==> config.mk <==
export PLATFORM = sky130hd
export DESIGN_NAME = usb_dev_irq_status
export DESIGN_NICKNAME = d
export VERILOG_FILES = /design/src/rtl/irqst_pkg.sv /design/src/rtl/irqst_w1c_bit.sv /design/src/rtl/irqst_ep_summary.sv /design/src/rtl/irqst_isodrop.sv /design/src/rtl/usb_dev_irq_status.sv
export SDC_FILE = /design/constraint.sdc
export NUM_CORES = 1
export LEC_CHECK = 0
export BUFFER_PORTS_ARGS = -buffer_cell sky130_fd_sc_hd__buf_2
export CAP_MARGIN = 20
export CORE_MARGIN = 2
export CORE_UTILIZATION = 40
export CTS_BUF_LIST = sky130_fd_sc_hd__clkbuf_2
export CTS_CLUSTER_DIAMETER = 200
export DETAILED_ROUTE_END_ITERATION = 7
export GPL_TIMING_DRIVEN = 0
export PLACE_DENSITY = 0.88
export REMOVE_ABC_BUFFERS = 1
export SETUP_SLACK_MARGIN = 0.05
export SLEW_MARGIN = 10
export SYNTH_ARGS = -nofsm -noshare
export SYNTH_HDL_FRONTEND = slang
export SYNTH_SLANG_ARGS = --single-unit
==> constraint.sdc <==
create_clock -name clk -period 2.2 [get_ports clk]
set_input_delay 0.22 -clock clk [delete_from_list [all_inputs] [get_ports clk]]
set_output_delay 0.22 -clock clk [all_outputs]
set_load 0.05 [all_outputs]
==> src/rtl/irqst_pkg.sv <==
package irqst_pkg;
  // Bit positions that software decodes
  localparam int POS_ISO_IN_LATE = 20;
  localparam int POS_OUT_SUM     = 19;
  localparam int POS_IN_SUM      = 18;
  localparam int POS_PER_FRAME   = 15;
  localparam int POS_ISO_DROP    = 14;
  localparam int POS_ENUM        = 13;
  localparam int POS_BUS_RST     = 12;

  // Sticky write-1-clear bits, in the order of the set vector
  localparam int N_W1C = 5;
  localparam int W1C_POS [N_W1C] = '{POS_ISO_IN_LATE, POS_PER_FRAME,
                                     POS_ISO_DROP, POS_ENUM, POS_BUS_RST};

  localparam logic [1:0] ADDR_STATUS = 2'd0;
  localparam logic [1:0] ADDR_MASK   = 2'd1;
endpackage

==> src/rtl/irqst_w1c_bit.sv <==
module irqst_w1c_bit (
  input  logic clk,
  input  logic rst,
  input  logic set_i,
  input  logic clr_i,
  output logic q_o
);
  // A set in the same cycle as a clear keeps the bit high
  always_ff @(posedge clk) begin
    if (rst)        q_o <= 1'b0;
    else if (set_i) q_o <= 1'b1;
    else if (clr_i) q_o <= 1'b0;
  end
endmodule

==> src/rtl/irqst_ep_summary.sv <==
module irqst_ep_summary #(
  parameter int NUM_EP = 16
) (
  input  logic              clk,
  input  logic              rst,
  input  logic [NUM_EP-1:0] pend_i,
  output logic              any_o
);
  always_ff @(posedge clk) begin
    if (rst) any_o <= 1'b0;
    else     any_o <= |pend_i;
  end
endmodule

==> src/rtl/irqst_isodrop.sv <==
module irqst_isodrop #(
  parameter int FIFO_W = 12
) (
  input  logic              arrive_i,
  input  logic [FIFO_W-1:0] free_i,
  input  logic [FIFO_W-1:0] maxpkt_i,
  output logic              drop_o
);
  // Drop when a full-size packet would not fit
  always_comb drop_o = arrive_i && (free_i < maxpkt_i);
endmodule

==> src/rtl/usb_dev_irq_status.sv <==
module usb_dev_irq_status
  import irqst_pkg::*;
#(
  parameter int DATA_W = 32,
  parameter int ADDR_W = 2,
  parameter int FIFO_W = 12,
  parameter int NUM_EP = 16
) (
  input  logic              clk,
  input  logic              rst,
  input  logic [ADDR_W-1:0] reg_addr,
  input  logic              reg_wr,
  input  logic [DATA_W-1:0] reg_wdata,
  output logic [DATA_W-1:0] reg_rdata,
  input  logic              ev_bus_reset,
  input  logic              ev_enum_done,
  input  logic              ev_eopf,
  input  logic              ev_iso_in_late,
  input  logic              sg_dma_mode,
  input  logic              iso_out_arrive,
  input  logic [FIFO_W-1:0] rx_free_words,
  input  logic [FIFO_W-1:0] iso_out_max_words,
  input  logic [NUM_EP-1:0] in_ep_pend,
  input  logic [NUM_EP-1:0] out_ep_pend,
  output logic              irq
);
  localparam logic [DATA_W-1:0] ONE = DATA_W'(1);
  localparam logic [DATA_W-1:0] IMPL_MASK =
      (ONE << POS_ISO_IN_LATE) | (ONE << POS_OUT_SUM) | (ONE << POS_IN_SUM) |
      (ONE << POS_PER_FRAME) | (ONE << POS_ISO_DROP) | (ONE << POS_ENUM) |
      (ONE << POS_BUS_RST);
  localparam logic [ADDR_W-1:0] A_STATUS = ADDR_W'(ADDR_STATUS);
  localparam logic [ADDR_W-1:0] A_MASK   = ADDR_W'(ADDR_MASK);

  logic [DATA_W-1:0] wdata_m;
  logic              wr_status, wr_mask;
  logic              iso_drop;
  logic              out_any, in_any;
  logic [N_W1C-1:0]  w1c_set, w1c_q;
  logic [DATA_W-1:0] status_q;
  logic [DATA_W-1:0] mask_q;

  always_comb begin
    wdata_m   = reg_wdata & IMPL_MASK;
    wr_status = reg_wr && (reg_addr == A_STATUS);
    wr_mask   = reg_wr && (reg_addr == A_MASK);
  end

  irqst_isodrop #(.FIFO_W(FIFO_W)) u_isodrop (
    .arrive_i (iso_out_arrive),
    .free_i   (rx_free_words),
    .maxpkt_i (iso_out_max_words),
    .drop_o   (iso_drop)
  );

  irqst_ep_summary #(.NUM_EP(NUM_EP)) u_out_sum (
    .clk(clk), .rst(rst), .pend_i(out_ep_pend), .any_o(out_any)
  );
  irqst_ep_summary #(.NUM_EP(NUM_EP)) u_in_sum (
    .clk(clk), .rst(rst), .pend_i(in_ep_pend), .any_o(in_any)
  );

  // Set sources, ordered as W1C_POS
  always_comb begin
    w1c_set[0] = ev_iso_in_late && ev_eopf && !sg_dma_mode;
    w1c_set[1] = ev_eopf;
    w1c_set[2] = iso_drop;
    w1c_set[3] = ev_enum_done;
    w1c_set[4] = ev_bus_reset;
  end

  for (genvar k = 0; k < N_W1C; k++) begin : g_w1c
    irqst_w1c_bit u_bit (
      .clk   (clk),
      .rst   (rst),
      .set_i (w1c_set[k]),
      .clr_i (wr_status && wdata_m[W1C_POS[k]]),
      .q_o   (w1c_q[k])
    );
  end

  always_comb begin
    status_q = '0;
    for (int k = 0; k < N_W1C; k++) status_q[W1C_POS[k]] = w1c_q[k];
    status_q[POS_OUT_SUM] = out_any;
    status_q[POS_IN_SUM]  = in_any;
  end

  always_ff @(posedge clk) begin
    if (rst)          mask_q <= '0;
    else if (wr_mask) mask_q <= wdata_m;
  end

  always_ff @(posedge clk) begin
    if (rst) begin
      reg_rdata <= '0;
      irq       <= 1'b0;
    end else begin
      irq <= |(status_q & mask_q);
      if (reg_addr == A_STATUS)    reg_rdata <= status_q;
      else if (reg_addr == A_MASK) reg_rdata <= mask_q;
      else                         reg_rdata <= '0;
    end
  end
endmodule

==> results.json, run 1 <==
{
  "status": "completed",
  "cts_hold_buffers": 0,
  "cts.sink_count": 22,
  "place_congestion": 0.721,
  "vias_per_cell": 4.47,
  "synth_top_area_share_pct": 32.7,
  "grt_pass1_wl_um": 3990,
  "cp.required_ns": 1.98,
  "hold_viol_final": 0,
  "ir_worst_vdd_v": 0.000167,
  "drv_slew": 0,
  "min_to": "g_w1c[4].u_bit.q_o$_SDFFE_PP0P_",
  "die_w_um": 62.0,
  "worstPathCellList": "buf_2",
  "dr.pass1.iters": 4,
  "grt_antenna_before_repair": 0,
  "grtUsageMet1_pct": 14.1,
  "hpwl_um": 2360,
  "met3_usage_pct": 1.24,
  "cts_tree": "yes",
  "worst_slack_ns": 1.03,
  "portBuffers": 81,
  "start_kind": "register",
  "period_minus_slack_ns": 1.17,
  "die_area_um2": 3850,
  "clk-insertion-delay-late_ns": 0.33,
  "drc": 0,
  "row_count": 21,
  "drt_iter0_markers": 31,
  "cap_violations": 0,
  "critPathSlowestCell": "dfxtp_1",
  "clockBufferDepth": 2,
  "netlist_area_um2": 1350,
  "avgSynthCellArea_um2": 8.69,
  "drive_gt1_share_pct": 37.8,
  "ys_seq_area_share_pct": 32.7,
  "totalWireLength_um": 2670,
  "finalSetupViolCount": 0,
  "async_flop_share_pct": 0,
  "first_global_vias": 1051,
  "grt_use_total_pct": 13.7,
  "rsz0062_at_grt": "false",
  "cts_buffers": 3,
  "wire_per_inst_um": 9.58,
  "yosysMostFrequentCell": "buf_4",
  "synth_edf_count": 0,
  "cp_max_fo": 1,
  "synth_cells": 155,
  "root_buffer": "clkbuf_2",
  "crit_type": "reg -> out",
  "synth_top_cell_by_area": "dfxtp_1",
  "ys_seq_elements": 22,
  "synth_top_flop_cell": "dfxtp_1",
  "critical_path.max_stage_delay_ns": 0.36,
  "hp-start": "ev_bus_reset",
  "diodes": 0,
  "hp-class": "in -> reg",
  "busiest_layer": "met2",
  "r2r_start": "mask_q[14]$_SDFFE_PP0P_",
  "die_y_um": 62.0,
  "fillers": 310,
  "area_delta_synth_final_pct": 25.9,
  "ant_nets": 0,
  "grt_max_degree": 18,
  "fin_nets": 345,
  "htreeDepth": 1,
  "pin_count": 132,
  "core_um2": 3280,
  "post_cts_resized": 0,
  "ys_top_cells_by_count": "buf_4, dfxtp_1, nor2_1",
  "p_leak_nw": 0.958,
  "cellPowerDensity_nw_per_um2": 503,
  "clk_pin_slew_ns": 0.19,
  "endpoint_kind": "output pin",
  "fin_util_pct": 51.6,
  "rrSetupSlack_ns": 1.27,
  "ys_types": 30,
  "finalCritPeriodShare_pct": 53.2,
  "yosysWarnings": 0,
  "r2r-end": "irq$_SDFF_PP0_",
  "start_util_pct": 41.0,
  "synth_area_leaders": "dfxtp_1, buf_4, mux2i_1",
  "place_ws_ns": 0.868,
  "holdPathStages": 3,
  "cp_top_family": "flip-flops",
  "rr_worst_depth": 2,
  "finalSetupTns_ns": 0,
  "met2_usage_pct": 27.2,
  "overflow": 0,
  "crit_arrival_ns": 0.95,
  "finalClockSkew_ns": 0.00608,
  "post_cts_buffers": 0,
  "crit_buf_inv": 1,
  "max_clock_freq_mhz": 854,
  "vias": 1247
}
-- final cells by class --
class	count	area, um^2	area share (%)
clock buffer	3	15.0	0.886
inverter	11	41.3	2.44
multi-input combinational	116	736	43.4
sequential	22	440	26.0
tap	46	57.6	3.39
timing repair buffer	81	405	23.9
-- layer usage --
metal  up-vias  part of all wire (%)
met3         5                   8.5
met4         0                   1.9
met2        61                    52
li1        637                     -
met5         -                     0
met1       544                    38
-- report_power, final --
part | leakage [nW] | switching [mW] | internal (mW)
Sequential | 0.180 | 0.0108 | 0.417
Clock | 0.0125 | 0.117 | 0.0371
Combinational | 0.765 | 0.179 | 0.0915
Total | 0.958 | 0.307 | 0.546
-- state kept, by name (all words and copies together), names as in the netlist --
| name | cells |
|---|---|
| u_in_sum.any_o | 1 |
| reg_rdata | 7 |
| irq | 1 |
| mask_q | 7 |
| u_out_sum.any_o | 1 |
| g_w1c.u_bit.q_o | 5 |
-- layout by cell type (no fill, tap or decap) --
master	instances
ha_1	11
a41oi_1	2
inv_1	11
mux2i_1	14
clkbuf_2	3
nand2b_1	1
nand3_1	2
nor4_1	8
buf_2	81
dfxtp_1	22
nor3b_4	1
nand4_1	1
a2bb2oi_1	1
nor2_1	20
o21ai_0	1
nand2_1	9
o211ai_1	1
conb_1	25
a21oi_1	9
a41o_1	1
a22oi_1	2
a31oi_1	1
nand3b_1	1
nor2b_1	1
or2_2	1
nor3_2	1
a21oi_2	1
a222oi_1	1
-- worst max path at each step --
stage / startpoint / end / slack (ns) / cells after the start
floorplan: iso_out_max_words[2] / g_w1c[2].u_bit.q_o$_SDFFE_PP0P_ / 1.06 / 6
global placement: rx_free_words[2] / g_w1c[2].u_bit.q_o$_SDFFE_PP0P_ / 0.90 / 6
detailed placement: rx_free_words[2] / g_w1c[2].u_bit.q_o$_SDFFE_PP0P_ / 0.87 / 6
CTS: reg_rdata[14]$_SDFF_PP0_ / reg_rdata[14] / 1.01 / 1
global route: reg_rdata[14]$_SDFF_PP0_ / reg_rdata[14] / 0.98 / 1
finish: reg_rdata[14]$_SDFF_PP0_ / reg_rdata[14] / 1.03 / 1
-- metrics by stage --
step | std cells | power [mW] | hold slack (ns) | instance area (um^2)
3_5_place_dp | 276 | 0.709 | 0.453 | 1680
6_report | 279 | 0.853 | 0.0951 | 1700
2_1_floorplan | 149 | 0.614 | 0.289 | 1220
4_1_cts | 279 | 0.860 | 0.0944 | 1700
5_1_grt | 279 | 0.897 | 0.100 | 1700
3_3_place_gp | 276 | 0.702 | 0.425 | 1680
-- kinds of logic after synthesis --
group / Yosys count / synth area share, %
buf+inv: 41 / 19.3
other cells: 1 / 0.279
simple gates: 46 / 17.1
fa+ha+maj: 11 / 10.2
mux: 14 / 10.4
compound gates: 20 / 9.94
flops: 22 / 32.7
(Power assumes the default switching activity.)
==> run 2: changes to the inputs <==
--- a/config.mk
+++ b/config.mk
@@ -8,12 +8,12 @@
 export BUFFER_PORTS_ARGS = -buffer_cell sky130_fd_sc_hd__buf_2
 export CAP_MARGIN = 20
 export CORE_MARGIN = 2
-export CORE_UTILIZATION = 40
+export CORE_UTILIZATION = 37
 export CTS_BUF_LIST = sky130_fd_sc_hd__clkbuf_2
 export CTS_CLUSTER_DIAMETER = 200
 export DETAILED_ROUTE_END_ITERATION = 7
 export GPL_TIMING_DRIVEN = 0
-export PLACE_DENSITY = 0.88
+export PLACE_DENSITY = 0.82
 export REMOVE_ABC_BUFFERS = 1
 export SETUP_SLACK_MARGIN = 0.05
 export SLEW_MARGIN = 10
==> constraint.sdc (replaced) <==
create_clock -name clk -period 1.11 [get_ports clk]
set_input_delay 0.111 -clock clk [delete_from_list [all_inputs] [get_ports clk]]
set_output_delay 0.111 -clock clk [all_outputs]
set_load 0.05 [all_outputs]
==> run 2 against run 1 <==
Effect of this change: wire length increased by 1.0%; count of clock-buffer cells in the layout stayed put; die area up 7.6%; clock power up 97%; cell count grew 1.1%; combinational power increased by 100%; first-iteration DRC count is 29% lower; critical path type unchanged; critical endpoint is now reg_rdata[20].
==> results.json, run 2 (same netlist as run 1, synthesis figures left out) <==
{
  "cp-startpoint": "reg_rdata[20]$_SDFF_PP0_",
  "cp_max_fo": 1,
  "row_count": 21,
  "place_area_um2": 1680,
  "p_comb_share_pct": 32.1,
  "cts.sink_count": 22,
  "met2_usage_pct": 25.8,
  "post_cts_buffers": 0,
  "diodes": 0,
  "ant_nets": 0,
  "cellPowerDensity_nw_per_um2": 978,
  "ir_worst_vdd_v": 0.000341,
  "final_cells": 282,
  "drive_gt1_share_pct": 37.3,
  "pin_count": 132,
  "wire_per_inst_um": 9.57,
  "core_um2": 3420,
  "whs_ns": 0.0173,
  "cts_buffers": 3,
  "root_buffer": "clkbuf_2",
  "crit_type": "reg -> out",
  "drv_slew": 0,
  "finalSetupViolCount": 0,
  "cts_tree": "yes",
  "r2r_start": "mask_q[14]$_SDFFE_PP0P_",
  "worst_slack_ns": 0.101,
  "endpoint_kind": "output pin",
  "design_area_um2": 1740,
  "power.switching_uw": 603,
  "vias_per_cell": 4.40,
  "cp.required_ns": 1.00,
  "overflow": 0,
  "busiest_layer": "met2",
  "crit_buf_inv": 1,
  "grtUsageMet1_pct": 13.3,
  "hold_viol_final": 0,
  "power_frac_clock_pct": 17.9,
  "dr.pass1.iters": 4,
  "finalCritPeriodShare_pct": 90.9,
  "clockBufferDepth": 2,
  "final_cell_mix": "buf_2, conb_1, dfxtp_1",
  "fin_nets": 347,
  "start_util_pct": 39.4,
  "crit_arrival_ns": 0.90,
  "htreeDepth": 1,
  "clk_pin_slew_ns": 0.19,
  "switching_share_pct": 35.5,
  "met3_usage_pct": 1.76,
  "hp-start": "ev_eopf",
  "hpwl_um": 2350,
  "critical_path.max_stage_delay_ns": 0.34,
  "first_global_vias": 1150,
  "critPathSlowestCell": "dfxtp_1",
  "p_int_mw": 1.09,
  "cp_top_family": "flip-flops",
  "start_kind": "register",
  "place_ws_ns": -0.103,
  "reg_top3": "mask_q (7), reg_rdata (7), g_w1c.u_bit.q_o (5)",
  "period_minus_slack_ns": 1.01,
  "place_congestion": 0.749,
  "mostFrequentLayoutCell": "buf_2",
  "portBuffers": 81,
  "grt_antenna_before_repair": 0,
  "finalClockSkew_ns": 0.00602,
  "finalSetupTns_ns": 0,
  "grt_use_total_pct": 13.0,
  "worstPathCellList": "buf_2",
  "p_leak_nw": 0.964,
  "status": "completed",
  "vias": 1240,
  "max_clock_freq_mhz": 992,
  "drc": 0,
  "drt_iter0_markers": 22,
  "grt_pass1_wl_um": 4370,
  "die_y_um": 64.3,
  "dp_cells": 276,
  "cap_violations": 0,
  "clk-insertion-delay-late_ns": 0.31,
  "area_delta_synth_final_pct": 29.0,
  "grt_max_degree": 18,
  "die_w_um": 64.3,
  "seq_power_share_pct": 50.0,
  "hp-class": "in -> reg",
  "totalWireLength_um": 2700,
  "rsz0062_at_grt": "false",
  "die_area_um2": 4140
}
==> run 2: changes by cell type in the layout (fill, tap and decap cells not counted) <==
| cell | before | now |
|---|---|---|
| dlygate4sd3_1 | 0 | 2 |
| buf_2 | 81 | 74 |
| clkbuf_4 | 0 | 7 |
| clkinv_1 | 0 | 1 |
==> run 2: layout make-up <==
class	instances	area [um^2]
flip-flops and latches	22	440
clock buffers	3	15.0
multi-input cells	116	736
inverters	11	41.3
clock inverters	1	3.75
well taps	46	57.6
repair buffers	83	443
fillers	332	1680
==> run 2: path summary, 6_finish.rpt <==
kind	endpoint	slack (ns)	depth (start not counted)
worst max register to register	irq$_SDFF_PP0_	0.14	2
worst max-delay path	reg_rdata[20]	0.10	1
worst min-delay path	g_w1c[1].u_bit.q_o$_SDFFE_PP0P_	0.02	3
worst min register to register	reg_rdata[18]$_SDFF_PP0_	0.54	2
==> run 2: power groups by stage <==
stage / logic, mW / clock network (mW) / registers [mW]
3_3_place_gp: 0.529 / 0 / 0.863
5_1_grt: 0.596 / 0.343 / 0.854
2_1_floorplan: 0.327 / 0 / 0.891
3_5_place_dp: 0.539 / 0 / 0.864
6_report: 0.545 / 0.304 / 0.849
4_1_cts: 0.545 / 0.313 / 0.848
==> run 2: layer usage <==
| layer | share of wire [%] | routed length [um] |
|---|---|---|
| met5 | 0 | 0 |
| met4 | 1.8 | 49 |
| met3 | 8.0 | 215 |
| met2 | 51 | 1370 |
| met1 | 39 | 1060 |
==> run 2: through the flow <==
step | utilization (%) | power [mW]
final | 50.8 | 1.70
after global routing | 50.8 | 1.79
after CTS | 50.3 | 1.71
after detailed placement | 49.2 | 1.40
after global placement | 49.2 | 1.39
after floorplan | - | 1.22
==> run 2: what timing repair did <==
action | 4_1_cts | 5_1_grt
setup endpoints to repair | 0 | 7
hold endpoints to repair | 2 | 0
gates resized for setup | 0 | 7
hold buffers | 2 | 0
==> run 3: changes to the inputs <==
--- a/config.mk
+++ b/config.mk
@@ -7,7 +7,7 @@
 export LEC_CHECK = 0
 export BUFFER_PORTS_ARGS = -buffer_cell sky130_fd_sc_hd__buf_2
 export CAP_MARGIN = 20
-export CORE_MARGIN = 2
+export CORE_MARGIN = 5
 export CORE_UTILIZATION = 37
 export CTS_BUF_LIST = sky130_fd_sc_hd__clkbuf_2
 export CTS_CLUSTER_DIAMETER = 200
==> run 3 against run 2 <==
Effect of this change: utilization down 2.5 points; highest routed layer unchanged; largest power group unchanged; worst hold slack worse by 0.0077 ns; design area up 0.29%; combinational power about the same.
==> results.json, run 3 (same netlist as run 1, synthesis figures left out) <==
{
  "cp_top_family": "flip-flops",
  "dr.pass1.iters": 4,
  "grt_antenna_before_repair": 0,
  "area_delta_synth_final_pct": 29.4,
  "die_w_um": 70.3,
  "hp-class": "in -> reg",
  "post_cts_buffers": 0,
  "row_count": 22,
  "fin_nets": 347,
  "cap_violations": 0,
  "cellPowerDensity_nw_per_um2": 976,
  "mostFrequentLayoutCell": "buf_2",
  "drv_slew": 0,
  "totalWireLength_um": 2980,
  "max_clock_freq_mhz": 1000,
  "wire_per_inst_um": 10.5,
  "power.total_mw": 1.70,
  "core_um2": 3610,
  "p_leak_nw": 0.966,
  "place_ws_ns": -0.107,
  "pin_count": 132,
  "worst_slack_ns": 0.114,
  "cp.required_ns": 1.00,
  "fin_util_pct": 48.3,
  "cts.sink_count": 22,
  "critPathSlowestCell": "dfxtp_1",
  "first_global_vias": 1177,
  "vias_per_cell": 4.37,
  "root_buffer": "clkbuf_2",
  "drive_gt1_share_pct": 37.3,
  "start_util_pct": 37.3,
  "vias": 1242,
  "cp_max_fo": 1,
  "crit_arrival_ns": 0.89,
  "place_congestion": 0.764,
  "cts_buffers": 3,
  "finalCritPeriodShare_pct": 89.8,
  "crit_buf_inv": 1,
  "start_kind": "register",
  "finalSetupViolCount": 0,
  "clk_pin_slew_ns": 0.19,
  "drt_iter0_markers": 27,
  "fillers": 370,
  "grt_max_degree": 18,
  "multi_input_area_um2": 736,
  "clockBufferDepth": 2,
  "reg_top3": "mask_q (7), reg_rdata (7), g_w1c.u_bit.q_o (5)",
  "portBuffers": 81,
  "worstPathCellList": "clkbuf_4",
  "hpwl_um": 2650,
  "overflow": 0,
  "period_minus_slack_ns": 0.996,
  "ant_nets": 0,
  "ir_worst_vdd_v": 0.000350,
  "clk-insertion-delay-late_ns": 0.32,
  "crit_type": "reg -> out",
  "rrSetupSlack_ns": 0.17,
  "seq_area_um2": 440,
  "drc": 0,
  "hold_viol_final": 0,
  "endpoint_kind": "output pin",
  "htreeDepth": 1,
  "final_cell_mix": "buf_2, conb_1, dfxtp_1",
  "status": "completed",
  "grt_pass1_wl_um": 4770,
  "finalSetupTns_ns": 0,
  "cts_tree": "yes",
  "rsz0062_at_grt": "true",
  "finalClockSkew_ns": 0.00866,
  "die_area_um2": 4940,
  "diodes": 0,
  "critical_path.max_stage_delay_ns": 0.35,
  "grt_use_total_pct": 11.5,
  "die_y_um": 70.3
}
-- run 3: cell types whose count changed in the layout (fill, tap and decap cells not counted) --
cell / change
buf_2: -1
buf_4: +5
clkbuf_4: -4
-- run 3: timing repair --
action,in CTS,in global routing
hold endpoints to repair,2,0
setup endpoints to repair,1,7
hold buffers,2,0
gates resized for setup,1,11
cloned,0,0
-- run 3: per-layer routing --
metal  global-route usage (%)  vias to the layer above  part of all wire, %
li1                         -                      645                    -
met1                     12.5                      539                   38
met2                     21.4                       56                   53
met3                     2.59                        2                  8.7
met4                     4.47                        0                 0.60
met5                        0                        -                    0
-- run 3: stage by stage --
| stage | area (um^2) | cells | hold WS (ns) |
|---|---|---|---|
| 2_1_floorplan | 1220 | 149 | 0.180 |
| 3_3_place_gp | 1680 | 278 | 0.315 |
| 3_5_place_dp | 1680 | 278 | 0.328 |
| 4_1_cts | 1720 | 284 | 0.000110 |
| 5_1_grt | 1740 | 284 | 0.000946 |
| 6_report | 1740 | 284 | 0.00957 |
-- run 3: final cells by class --
| cell class | count | area share, % |
|---|---|---|
| Timing Repair Buffer | 83 | 25.6 |
| Inverter | 11 | 2.37 |
| Tap cell | 48 | 3.45 |
| Multi-Input combinational cell | 116 | 42.2 |
| Clock inverter | 1 | 0.216 |
| Clock buffer | 3 | 0.862 |
| Sequential cell | 22 | 25.3 |
-- run 3: path summary, 6_finish.rpt --
path	startpoint	endpoint	cells after the start
max	reg_rdata[12]$_SDFF_PP0_	reg_rdata[12]	1
min	ev_bus_reset	g_w1c[4].u_bit.q_o$_SDFFE_PP0P_	3
max reg2reg	mask_q[14]$_SDFFE_PP0P_	irq$_SDFF_PP0_	2
min reg2reg	g_w1c[3].u_bit.q_o$_SDFFE_PP0P_	g_w1c[3].u_bit.q_o$_SDFFE_PP0P_	2
-- run 3: report_power, final --
part	internal, mW	leakage, nW	switching (mW)
clock network	0.0783	0.0140	0.225
registers	0.827	0.180	0.0218
logic	0.191	0.772	0.357
total	1.10	0.966	0.604
